<file path="src/rtl/tmr_pkg.sv">
package tmr_pkg;

    typedef enum logic [1:0] {
        MODE_NORMAL = 2'd0,
        MODE_TRACK  = 2'd1,
        MODE_REMOTE = 2'd2,
        MODE_SPARE  = 2'd3
    } mode_t;

    typedef enum logic [1:0] {
        SEL_A   = 2'd0,
        SEL_BLO = 2'd1,
        SEL_BHI = 2'd2,
        SEL_NONE = 2'd3
    } sel_t;

    localparam int NUM_BYTES = 3;
    localparam int IDX_A   = 0;
    localparam int IDX_BLO = 1;
    localparam int IDX_BHI = 2;

endpackage

</file>
<file path="src/rtl/tmr_dir_dec.sv">
module tmr_dir_dec
    import tmr_pkg::*;
#(
    parameter bit DOWN_IN_REMOTE = 1'b0
) (
    input  mode_t mode,
    input  logic  dir,
    output logic  up
);
    always_comb begin
        unique case (mode)
            MODE_TRACK:  up = dir;
            MODE_REMOTE: up = ~DOWN_IN_REMOTE;
            default:     up = 1'b1;
        endcase
    end
endmodule

</file>
<file path="src/rtl/tmr_byte_step.sv">
module tmr_byte_step #(
    parameter int W = 8
) (
    input  logic         en,
    input  logic         up,
    input  logic [W-1:0] val,
    output logic [W-1:0] nxt,
    output logic         wrap
);
    localparam logic [W-1:0] ONE = W'(1);

    always_comb begin
        nxt  = val;
        wrap = 1'b0;
        if (en) begin
            if (up) begin
                nxt  = val + ONE;
                wrap = (val == '1);
            end else begin
                nxt  = val - ONE;
                wrap = (val == '0);
            end
        end
    end
endmodule

</file>
<file path="src/rtl/tmr_counter_pair.sv">
module tmr_counter_pair
    import tmr_pkg::*;
#(
    parameter int BYTE_W = 8
) (
    input  logic                  clk,
    input  logic                  rst_n,
    input  logic [1:0]            mode,
    input  logic                  casc_en,
    input  logic                  cnt_a_pulse,
    input  logic                  dir_a,
    input  logic                  cnt_b_pulse,
    input  logic                  dir_b,
    input  logic                  wr_en,
    input  logic [1:0]            wr_sel,
    input  logic [BYTE_W-1:0]     wr_data,
    input  logic [1:0]            rd_sel,
    output logic [BYTE_W-1:0]     rd_data,
    output logic [BYTE_W-1:0]     cnt_a,
    output logic [2*BYTE_W-1:0]   cnt_b,
    output logic                  wrap_a,
    output logic                  wrap_b
);
    localparam int WIDE_W = 2 * BYTE_W;

    typedef struct packed {
        logic [NUM_BYTES-1:0][BYTE_W-1:0] bytes;
        logic                             wa;
        logic                             wb;
    } state_t;

    state_t st_d, st_q;

    mode_t mode_e;
    assign mode_e = mode_t'(mode);

    logic up_a, up_b;

    tmr_dir_dec #(.DOWN_IN_REMOTE(1'b0)) u_dir_a (
        .mode (mode_e),
        .dir  (dir_a),
        .up   (up_a)
    );

    tmr_dir_dec #(.DOWN_IN_REMOTE(1'b1)) u_dir_b (
        .mode (mode_e),
        .dir  (dir_b),
        .up   (up_b)
    );

    logic [NUM_BYTES-1:0]             wr_hit;
    logic [NUM_BYTES-1:0]             step_en;
    logic [NUM_BYTES-1:0]             step_up;
    logic [NUM_BYTES-1:0][BYTE_W-1:0] step_nxt;
    logic [NUM_BYTES-1:0]             step_wrap;

    always_comb begin
        for (int i = 0; i < NUM_BYTES; i++) begin
            wr_hit[i] = wr_en && (wr_sel == 2'(i));
        end
    end

    logic blo_wrapped;
    assign blo_wrapped = step_wrap[IDX_BLO] & ~wr_hit[IDX_BLO];

    assign step_en[IDX_A]   = cnt_a_pulse;
    assign step_en[IDX_BLO] = cnt_b_pulse;
    assign step_en[IDX_BHI] = casc_en & blo_wrapped;
    assign step_up[IDX_A]   = up_a;
    assign step_up[IDX_BLO] = up_b;
    assign step_up[IDX_BHI] = up_b;

    for (genvar g = 0; g < NUM_BYTES; g++) begin : g_step
        tmr_byte_step #(.W(BYTE_W)) u_step (
            .en   (step_en[g]),
            .up   (step_up[g]),
            .val  (st_q.bytes[g]),
            .nxt  (step_nxt[g]),
            .wrap (step_wrap[g])
        );
    end

    always_comb begin
        st_d    = st_q;
        st_d.wa = 1'b0;
        st_d.wb = 1'b0;
        for (int i = 0; i < NUM_BYTES; i++) begin
            if (wr_hit[i]) begin
                st_d.bytes[i] = wr_data;
            end else begin
                st_d.bytes[i] = step_nxt[i];
            end
        end
        st_d.wa = step_wrap[IDX_A] & ~wr_hit[IDX_A];
        if (casc_en) begin
            st_d.wb = blo_wrapped & step_wrap[IDX_BHI] & ~wr_hit[IDX_BHI];
        end else begin
            st_d.wb = blo_wrapped;
        end
    end

    always_ff @(posedge clk or negedge rst_n) begin
        if (!rst_n) begin
            st_q <= '0;
        end else begin
            st_q <= st_d;
        end
    end

    always_comb begin
        unique case (sel_t'(rd_sel))
            SEL_A:   rd_data = st_q.bytes[IDX_A];
            SEL_BLO: rd_data = st_q.bytes[IDX_BLO];
            SEL_BHI: rd_data = st_q.bytes[IDX_BHI];
            default: rd_data = '0;
        endcase
    end

    assign cnt_a  = st_q.bytes[IDX_A];
    assign cnt_b  = WIDE_W'({st_q.bytes[IDX_BHI], st_q.bytes[IDX_BLO]});
    assign wrap_a = st_q.wa;
    assign wrap_b = st_q.wb;

endmodule

</file>
<file path="config.mk">
export PLATFORM = sky130hd
export DESIGN_NAME = tmr_counter_pair
export DESIGN_NICKNAME = d
export VERILOG_FILES = /design/src/rtl/tmr_pkg.sv /design/src/rtl/tmr_dir_dec.sv /design/src/rtl/tmr_byte_step.sv /design/src/rtl/tmr_counter_pair.sv
export SDC_FILE = /design/constraint.sdc
export NUM_CORES = 1
export LEC_CHECK = 0
export CAP_MARGIN = 0
export CORE_MARGIN = 5
export CORE_UTILIZATION = 40
export DETAILED_ROUTE_END_ITERATION = 8
export DONT_BUFFER_PORTS = 1
export HOLD_SLACK_MARGIN = 0.1
export PLACE_DENSITY = 0.58
export RECOVER_POWER = 50
export SKIP_CTS_REPAIR_TIMING = 1
export SKIP_LAST_GASP = 1
export SYNTH_ARGS = -nofsm -noshare
export SYNTH_HDL_FRONTEND = slang
export SYNTH_SLANG_ARGS = --single-unit
</file>
<file path="constraint.sdc">
create_clock -name clk -period 5.6 [get_ports clk]
set_clock_uncertainty 0.2 [all_clocks]
set_input_delay 0.56 -clock clk [delete_from_list [all_inputs] [get_ports clk]]
set_output_delay 0.56 -clock clk [all_outputs]
set_load 0.01 [all_outputs]
</file>
==> flow_summary.ini, run 1 <==
[route]
totalWireLength_mm = 6.46
via_per_inst = 6.04
drt_first_iter_violations = 142
dr.pass1.iters = 4
post-route-drc-count = 0
via_count = 1877
ant_nets = 0
routedWlPerCell_um = 20.8

[finish]
final_net_count = 268
drive_above_1_share = 0.0871
antenna_cells = 0
mostFrequentLayoutCells = nand2_1 (30), nor2_1 (27), dfrtp_1 (26), a21oi_1 (21), o21ai_0 (19)
final_cells = 311
syn_to_final_growth_pct = 1.24
design_area_um2 = 2140
final_common_cell = nand2_1

[synth]
synth_ff_type = dfrtp_1
yosys.area.top_type = dfrtp_1
yosysWarnings = 0
seq_area_frac_synth = 0.308
avgSynthCellArea_um2 = 8.32
async_flop_share = 1.00
synth_edf_count = 0
synthCells = 254
synth_area_um2 = 2110
synth_top_area_share = 0.308
synth.area.top_cells = dfrtp_1 (31%), xnor2_1 (5.8%), nand2_1 (5.3%)
synth.distinct_cells = 58
ys_ff_latch = 26
syn_nets = 279

[cts]
cts_made_buffers = 3
cts_root_buf = clkbuf_8
clk_pin_slew_ns = 0.09
htreeDepth = 1
cts_sinks = 26
cts_tree = yes
insertion_delay_ns = 0.27
clk_path_buf_depth = 2

[grt]
antenna_found_initial = 0
busiest_layer = met2
grt_overflow = 0
met2_usage = 0.297
gr-usage-met3 = 0.0575
track_usage = 0.194
grtUsageMet1 = 0.262
grt_start_max_net_pins = 27
grt_pass1_wl_mm = 9.89
grt_pass1_vias = 1782

[critical_path]
cp.required_ns = 5.54
worst_setup_path_start_kind = input port
end_kind = flop
path_class = in -> reg
cp_max_fo = 13
worstPathArrival_ns = 2.71

[pwr]
vdd_drop_max_mv = 0.142
swShare = 0.484
clkPwrFrac = 0.131
powerDensity_nw_per_um2 = 389
seqPwrFrac = 0.538
intPower_mw = 0.429
p_leak_nw = 0.764
power_mw = 0.832
power_frac_comb = 0.331
p_sw_mw = 0.402

[floorplanning]
start_util = 0.414
rows = 26
dieArea_um2 = 6840
core_um2 = 5110
num_io_pins = 56
die_y_um = 82.7
die_w_um = 82.7

[place]
dp.cells = 306
post-place-ws_ns = 2.60
post-dp-hpwl_mm = 4.82
placed_area_um2 = 2080
routabilityCongestion = 0.969
port_buffers = 0

[status]
violations = capacitance limit, slew limit
outcome = complete, but fails checks

[worst_hold_path]
hold_class = in -> reg

[sta]
rsz0062_at_grt = no
post-route-period-util = 0.495
setup_viol_count_final = 0
finalCriticalPeriod_ns = 2.77
fmaxAchievable_ghz = 0.361
worst_slew_pin_slew_ns = 1.55
report.final.slew_viol_count = 27
fin_ws_ns = 2.83
finalHoldViolations = 0
relSlewSlack = -0.0358
setup-tns-final_ns = 0

[job]
cap_viol_max_count = 1
routing by layer:
| layer | up-vias | routed length (µm) |
|---|---|---|
| met2 | 92 | 2790 |
| met5 | - | 0 |
| met1 | 889 | 2830 |
| li1 | 890 | - |
| met4 | 0 | 108 |
| met3 | 6 | 734 |
power by group through the flow:
stage	registers (mW)	clock network (mW)	logic, mW
floorplan	0.359	0	0.290
global placement	0.453	0	0.266
detailed placement	0.453	0	0.268
CTS	0.449	0.113	0.270
global route	0.464	0.120	0.310
finish	0.448	0.109	0.275
path summary, 6_finish.rpt:
check	from	to	slack (ns)	cells after the start
min in group asynchronous	rst_n	wrap_a	1.00	2
worst min-delay path	casc_en	wrap_b	0.16	1
worst min register to register	cnt_b[15]	cnt_b[15]	0.54	2
worst max-delay path	mode[0]	cnt_b[10]	2.83	8
max in group asynchronous	rst_n	cnt_b[0]	3.30	2
worst max register to register	cnt_b[4]	cnt_b[9]	3.12	6
kinds of logic (layout without fill, tap and decap cells):
kind of cell    after synthesis  count (layout)  share of synthesized area
compound gates               59              59                      0.176
xor+xnor                     24              24                     0.0995
fa+ha+maj                     3               3                     0.0178
buf+inv                      18               5                     0.0551
flops                        26              26                      0.308
mux                          12              12                     0.0574
simple gates                112             112                      0.287
layout make-up:
class	count	area, µm²
Fill cell	528	2970
Multi-Input combinational cell	210	1350
Sequential cell	26	651
Tap cell	70	87.6
Clock buffer	3	41.3
Timing Repair Buffer	2	13.8
state kept, by name, indices dropped and copies added, names as in the netlist:
| register | count |
|---|---|
| cnt_b | 16 |
| cnt_a | 8 |
| wrap_a | 1 |
| wrap_b | 1 |
cells in the mapped netlist, types with 2 or more instances:
cell type  instances
xnor2_1           14
nand4_1            6
mux2i_1           11
o21ai_1            2
dfrtp_1           26
or3_1              4
a21oi_1           21
nor2b_1            2
clkbuf_1          10
a22oi_2            3
nor3b_1            2
nor2_1            27
a211oi_1           2
o21ai_0           19
buf_6              4
nand2_1           30
ha_1               3
and3_1             3
or4_1              2
nor3_1             6
nor4_1             3
nand3_1            9
xor2_1            10
per-stage QoR:
| stage | utilization | hold slack, ns |
|---|---|---|
| CTS | 0.416 | -0.237 |
| finish | 0.419 | 0.158 |
| global placement | 0.408 | 0.0650 |
| detailed placement | 0.408 | 0.0649 |
| floorplan | - | 0.0644 |
| global route | 0.419 | 0.146 |
worst max-delay path, cell delays in order:
cell and delay [ns]:
and2b_1 0.18, nor2_1 0.69, xnor2_1 0.15, ha_1 0.28, or3_2 0.47, a22oi_2 0.17
xnor2_1 0.13, a21oi_1 0.08
Note: power is estimated with default switching activity, not from simulation.
==> inputs of run 2 (changes only) <==
--- a/config.mk
+++ b/config.mk
@@ -11,7 +11,7 @@
 export DETAILED_ROUTE_END_ITERATION = 8
 export DONT_BUFFER_PORTS = 1
 export HOLD_SLACK_MARGIN = 0.1
-export PLACE_DENSITY = 0.58
+export PLACE_DENSITY = 0.6
 export RECOVER_POWER = 50
 export SKIP_CTS_REPAIR_TIMING = 1
 export SKIP_LAST_GASP = 1
==> constraint.sdc (replaced) <==
create_clock -name clk -period 2.45 [get_ports clk]
set_clock_uncertainty 0.2 [all_clocks]
set_input_delay 0.245 -clock clk [delete_from_list [all_inputs] [get_ports clk]]
set_output_delay 0.245 -clock clk [all_outputs]
set_load 0.01 [all_outputs]
==> flow_summary.ini, run 2 (same netlist as run 1, synthesis figures left out) <==
[sta]
setup_viol_count_final = 0
report.final.slew_viol_count = 0
finalHoldViolations = 0
relSlewSlack = 0.00135
setup-tns-final_ns = 0
post-route-period-util = 0.937
fmaxAchievable_ghz = 0.436
rsz0062_at_grt = no
hold_ws_ns = 0.0623
worst_slew_pin_slew_ns = 1.50
finalCriticalPeriod_ns = 2.29

[cts]
cts_root_buf = clkbuf_8
cts_tree = yes
cts_made_buffers = 3
clk_path_buf_depth = 2
htreeDepth = 1
clk_pin_slew_ns = 0.09
insertion_delay_ns = 0.27
cts_sinks = 26

[grt]
grt_start_max_net_pins = 27
grt_pass1_wl_mm = 10.2
grt_overflow = 0
track_usage = 0.200
grt_pass1_vias = 1831
antenna_found_initial = 0

[place]
routabilityCongestion = 0.923
post-dp-hpwl_mm = 5.02
port_buffers = 0
dp.cells = 323
placed_area_um2 = 2210

[finish]
antenna_cells = 0
fin_util = 0.470
final_cells = 342
mostFrequentLayoutCells = nand2_1 (30), nor2_1 (27), dfrtp_1 (26), a21oi_1 (21), o21ai_0 (19)
syn_to_final_growth_pct = 13.6
largest_reg_flops = 16
design_area_um2 = 2400
final_common_cell = nand2_1
final_net_count = 298
drive_above_1_share = 0.132

[job]
cap_viol_max_count = 1

[worst_hold_path]
hold_path_depth = 3
hold_class = in -> reg
worstHoldStart = cnt_a_pulse
holdPathEnd = cnt_a[5]

[floorplanning]
start_util = 0.414
dieArea_um2 = 6840
rows = 26
core_um2 = 5110
num_io_pins = 56
die_y_um = 82.7
die_w_um = 82.7

[route]
via_per_inst = 5.71
ant_nets = 0
routedWlPerCell_um = 19.5
drt_first_iter_violations = 174
via_count = 1954
totalWireLength_mm = 6.69
post-route-drc-count = 0
dr.pass1.iters = 4

[critical_path]
reg2reg_slack_ns = 0.16
reg2reg_from = cnt_b[5]
reg2regPathDepth = 6
cp.required_ns = 2.40
r2r-end = cnt_b[14]
crit_buf_inv = 0
crit_family = simple AND/OR/NAND/NOR gates
critical_path.cell_chain = nor4_2 -> nand2b_1 -> or4_1 -> a22oi_2 -> xnor2_1 -> a21oi_1
path_class = reg -> reg
slowest_delay_ns = 0.60
end_kind = flop
cpMaxStageDelayCell = or4_1
worstPathArrival_ns = 2.24
cp_max_fo = 6
worst_setup_path_start_kind = flop

[pwr]
p_leak_nw = 0.893
powerDensity_nw_per_um2 = 871
vdd_drop_max_mv = 0.383

[status]
outcome = complete, but fails checks
violations = capacitance limit
-- run 2: changes by cell type in the layout (fill, tap and decap cells not counted), sizes merged --
cell,previous run,this run
dlygate4sd3,1,14
buf,0,14
clkbuf,4,8
-- run 2: cell type report --
cell class                 count  area, µm²
fill                         545       2710
multi-input combinational    210       1350
sequential                    26        651
timing repair buffer          32        260
tap                           70       87.6
clock buffer                   4       55.1
-- run 2: metal layers --
| layer | part of all wire | GRT usage | wire, µm | up-vias |
|---|---|---|---|---|
| met5 | 0 | 0 | 0 | - |
| met4 | 0.0085 | 0.0245 | 57 | 0 |
| met3 | 0.12 | 0.0694 | 780 | 6 |
| met2 | 0.44 | 0.301 | 2970 | 70 |
| met1 | 0.43 | 0.285 | 2880 | 927 |
| li1 | - | - | - | 951 |
-- run 2: how the worst max path moves through the flow --
stage / start / endpoint / slack [ns] / cells past startpoint
2_1_floorplan: mode[0] / cnt_b[10] / 0.25 / 9
3_3_place_gp: cnt_b[5] / cnt_b[14] / 0.13 / 6
3_5_place_dp: mode[0] / cnt_b[10] / 0.14 / 8
4_1_cts: cnt_b[5] / cnt_b[13] / 0.13 / 6
5_1_grt: cnt_b[5] / cnt_b[9] / 0.02 / 6
6_report: cnt_b[5] / cnt_b[14] / 0.16 / 6
-- run 2: power breakdown --
part / internal [mW] / switching, mW
registers: 0.571 / 0.278
logic: 0.410 / 0.544
clock network: 0.144 / 0.143
total: 1.12 / 0.966
-- run 2: worst min-delay path, delay by kind of cell --
kind	cells	cell delay, ns
compound gates	2	0.12
xor+xnor	1	0.13
-- run 2: stage by stage --
stage	setup WS (ns)	total power, mW
after floorplan	0.249	1.48
after global placement	0.134	1.77
after detailed placement	0.136	1.78
after CTS	0.131	2.07
after global routing	0.0151	2.24
final	0.155	2.09
==> inputs of run 3 (changes only) <==
--- a/config.mk
+++ b/config.mk
@@ -11,10 +11,13 @@
 export DETAILED_ROUTE_END_ITERATION = 8
 export DONT_BUFFER_PORTS = 1
 export HOLD_SLACK_MARGIN = 0.1
+export MAX_ROUTING_LAYER = met4
 export PLACE_DENSITY = 0.6
 export RECOVER_POWER = 50
 export SKIP_CTS_REPAIR_TIMING = 1
 export SKIP_LAST_GASP = 1
+export SLEW_MARGIN = 20
 export SYNTH_ARGS = -nofsm -noshare
 export SYNTH_HDL_FRONTEND = slang
+export SYNTH_HIERARCHICAL = 1
 export SYNTH_SLANG_ARGS = --single-unit
==> flow_summary.ini, run 3 <==
[status]
outcome = finished clean

[place]
post-place-ws_ns = -0.157
placed_area_um2 = 2990
port_buffers = 0
routabilityCongestion = 0.970
post-dp-hpwl_mm = 6.00

[finish]
drive_above_1_share = 0.355
fin_util = 0.513
antenna_cells = 0
syn_to_final_growth_pct = 25.6
multi_input_area_um2 = 1840
final_net_count = 369
fillCellCount = 602
final_common_cell = buf_4
design_area_um2 = 3220
mostFrequentLayoutCells = buf_4 (42), mux2_2 (39), dfrtp_1 (25), ha_1 (18), dlygate4sd3_1 (18)
seq_area_um2 = 652
largest_reg_flops = 16

[sta]
rsz0062_at_grt = yes
setup_viol_count_final = 0
finalCriticalPeriod_ns = 2.39
fmaxAchievable_ghz = 0.419
relSlewSlack = 0.00594
report.final.slew_viol_count = 0
worst_slew_pin_slew_ns = 1.49
finalHoldViolations = 0
setup-tns-final_ns = 0
post-route-period-util = 0.975
fin_ws_ns = 0.0619
hold_ws_ns = 0.0838

[synth]
syn_nets = 302
yosysWarnings = 6
synth.most_common_cell = mux2_2
synthCells = 259
avgSynthCellArea_um2 = 9.89
ys_ff_latch = 26
synth_ff_type = dfrtp_1
seq_area_frac_synth = 0.254
synth_edf_count = 0
synth.area.top_cells = dfrtp_1 (25%), mux2_2 (17%), ha_1 (8.8%)
synthTopCellsByCount = mux2_2 (39), dfrtp_1 (26), ha_1 (18)
synth.distinct_cells = 39
synth_area_um2 = 2560
yosys.area.top_type = dfrtp_1
async_flop_share = 1.00
synth_top_area_share = 0.254

[floorplanning]
core_um2 = 6280
num_io_pins = 56
die_w_um = 90.0
start_util = 0.408
dieArea_um2 = 8100
rows = 29
die_y_um = 90.0

[route]
via_count = 2343
dr.pass1.iters = 5
ant_nets = 0
drt_first_iter_violations = 122
post-route-drc-count = 0
routedWlPerCell_um = 18.9
via_per_inst = 5.84
totalWireLength_mm = 7.59

[cts]
cts_sinks = 26
insertion_delay_ns = 0.27
cts_tree = yes
cts_root_buf = clkbuf_8
cts_made_buffers = 3
clk_path_buf_depth = 2
clk_pin_slew_ns = 0.09
htreeDepth = 1

[pwr]
vdd_drop_max_mv = 0.516
p_leak_nw = 1.39
powerDensity_nw_per_um2 = 1010

[grt]
grt_pass1_vias = 2194
grt_start_max_net_pins = 27
track_usage = 0.183
grt_pass1_wl_mm = 11.9
antenna_found_initial = 0
grt_overflow = 0

[critical_path]
path_class = in -> reg
cp_max_fo = 7
end_kind = flop
worst_setup_path_start_kind = input port
cp.required_ns = 2.41
worstPathArrival_ns = 2.35

[job]
cap_viol_max_count = 0

[worst_hold_path]
hold_class = in -> reg
==> run 3: final timing paths <==
kind | slack, ns | from | cells past startpoint | endpoint
worst max-delay path | 0.06 | wr_sel[0] | 4 | cnt_a[5]
worst min-delay path | 0.08 | cnt_b_pulse | 3 | cnt_b[2]
worst max register to register | 0.07 | cnt_b[1] | 8 | cnt_b[5]
worst min register to register | 0.55 | cnt_b[4] | 2 | cnt_b[4]
max in group asynchronous | 0.42 | rst_n | 2 | cnt_b[1]
min in group asynchronous | 0.65 | rst_n | 2 | cnt_b[8]
==> run 3: cell families after synthesis <==
group | count (synthesis) | share of synthesized area
AOI/OAI and AO/OA | 66 | 0.197
DFF | 26 | 0.254
muxes | 48 | 0.207
and+or+nand+nor | 57 | 0.125
adders and majority gates | 21 | 0.111
buffers and inverters | 23 | 0.0440
xor gates and xnor gates | 18 | 0.0616
==> run 3: worst max-delay path, stage by stage <==
cell and delay [ns]:
dlygate4sd3_1 0.59, nor3b_4 0.32, dlygate4sd3_1 0.82, mux2_2 0.38
==> run 3: power breakdown <==
part	switching, mW	leakage [nW]	total (mW)	internal, mW
clock	0.136	0.0216	0.247	0.110
combinational	1.10	1.06	2.23	1.13
sequential	0.192	0.309	0.788	0.596
==> run 3: cell type report <==
class	count	area share
inverter	16	0.0187
clock buffer	3	0.0128
tap	77	0.0299
multi-input combinational	210	0.572
timing repair buffer	69	0.164
sequential	26	0.203
==> run 3: stage by stage <==
stage                     instances  total power, mW
after floorplan                 259             2.17
after global placement          377             2.92
after detailed placement        377             2.96
after CTS                       380             3.21
after global routing            401             3.52
final                           401             3.26
==> run 3: per-layer routing <==
metal | track usage | wire, µm | vias up
li1 | - | - | 1126
met1 | 0.222 | 3170 | 1132
met2 | 0.303 | 3830 | 79
met3 | 0.0568 | 539 | 6
met4 | 0.0310 | 51 | 0
met5 | - | 0 | -
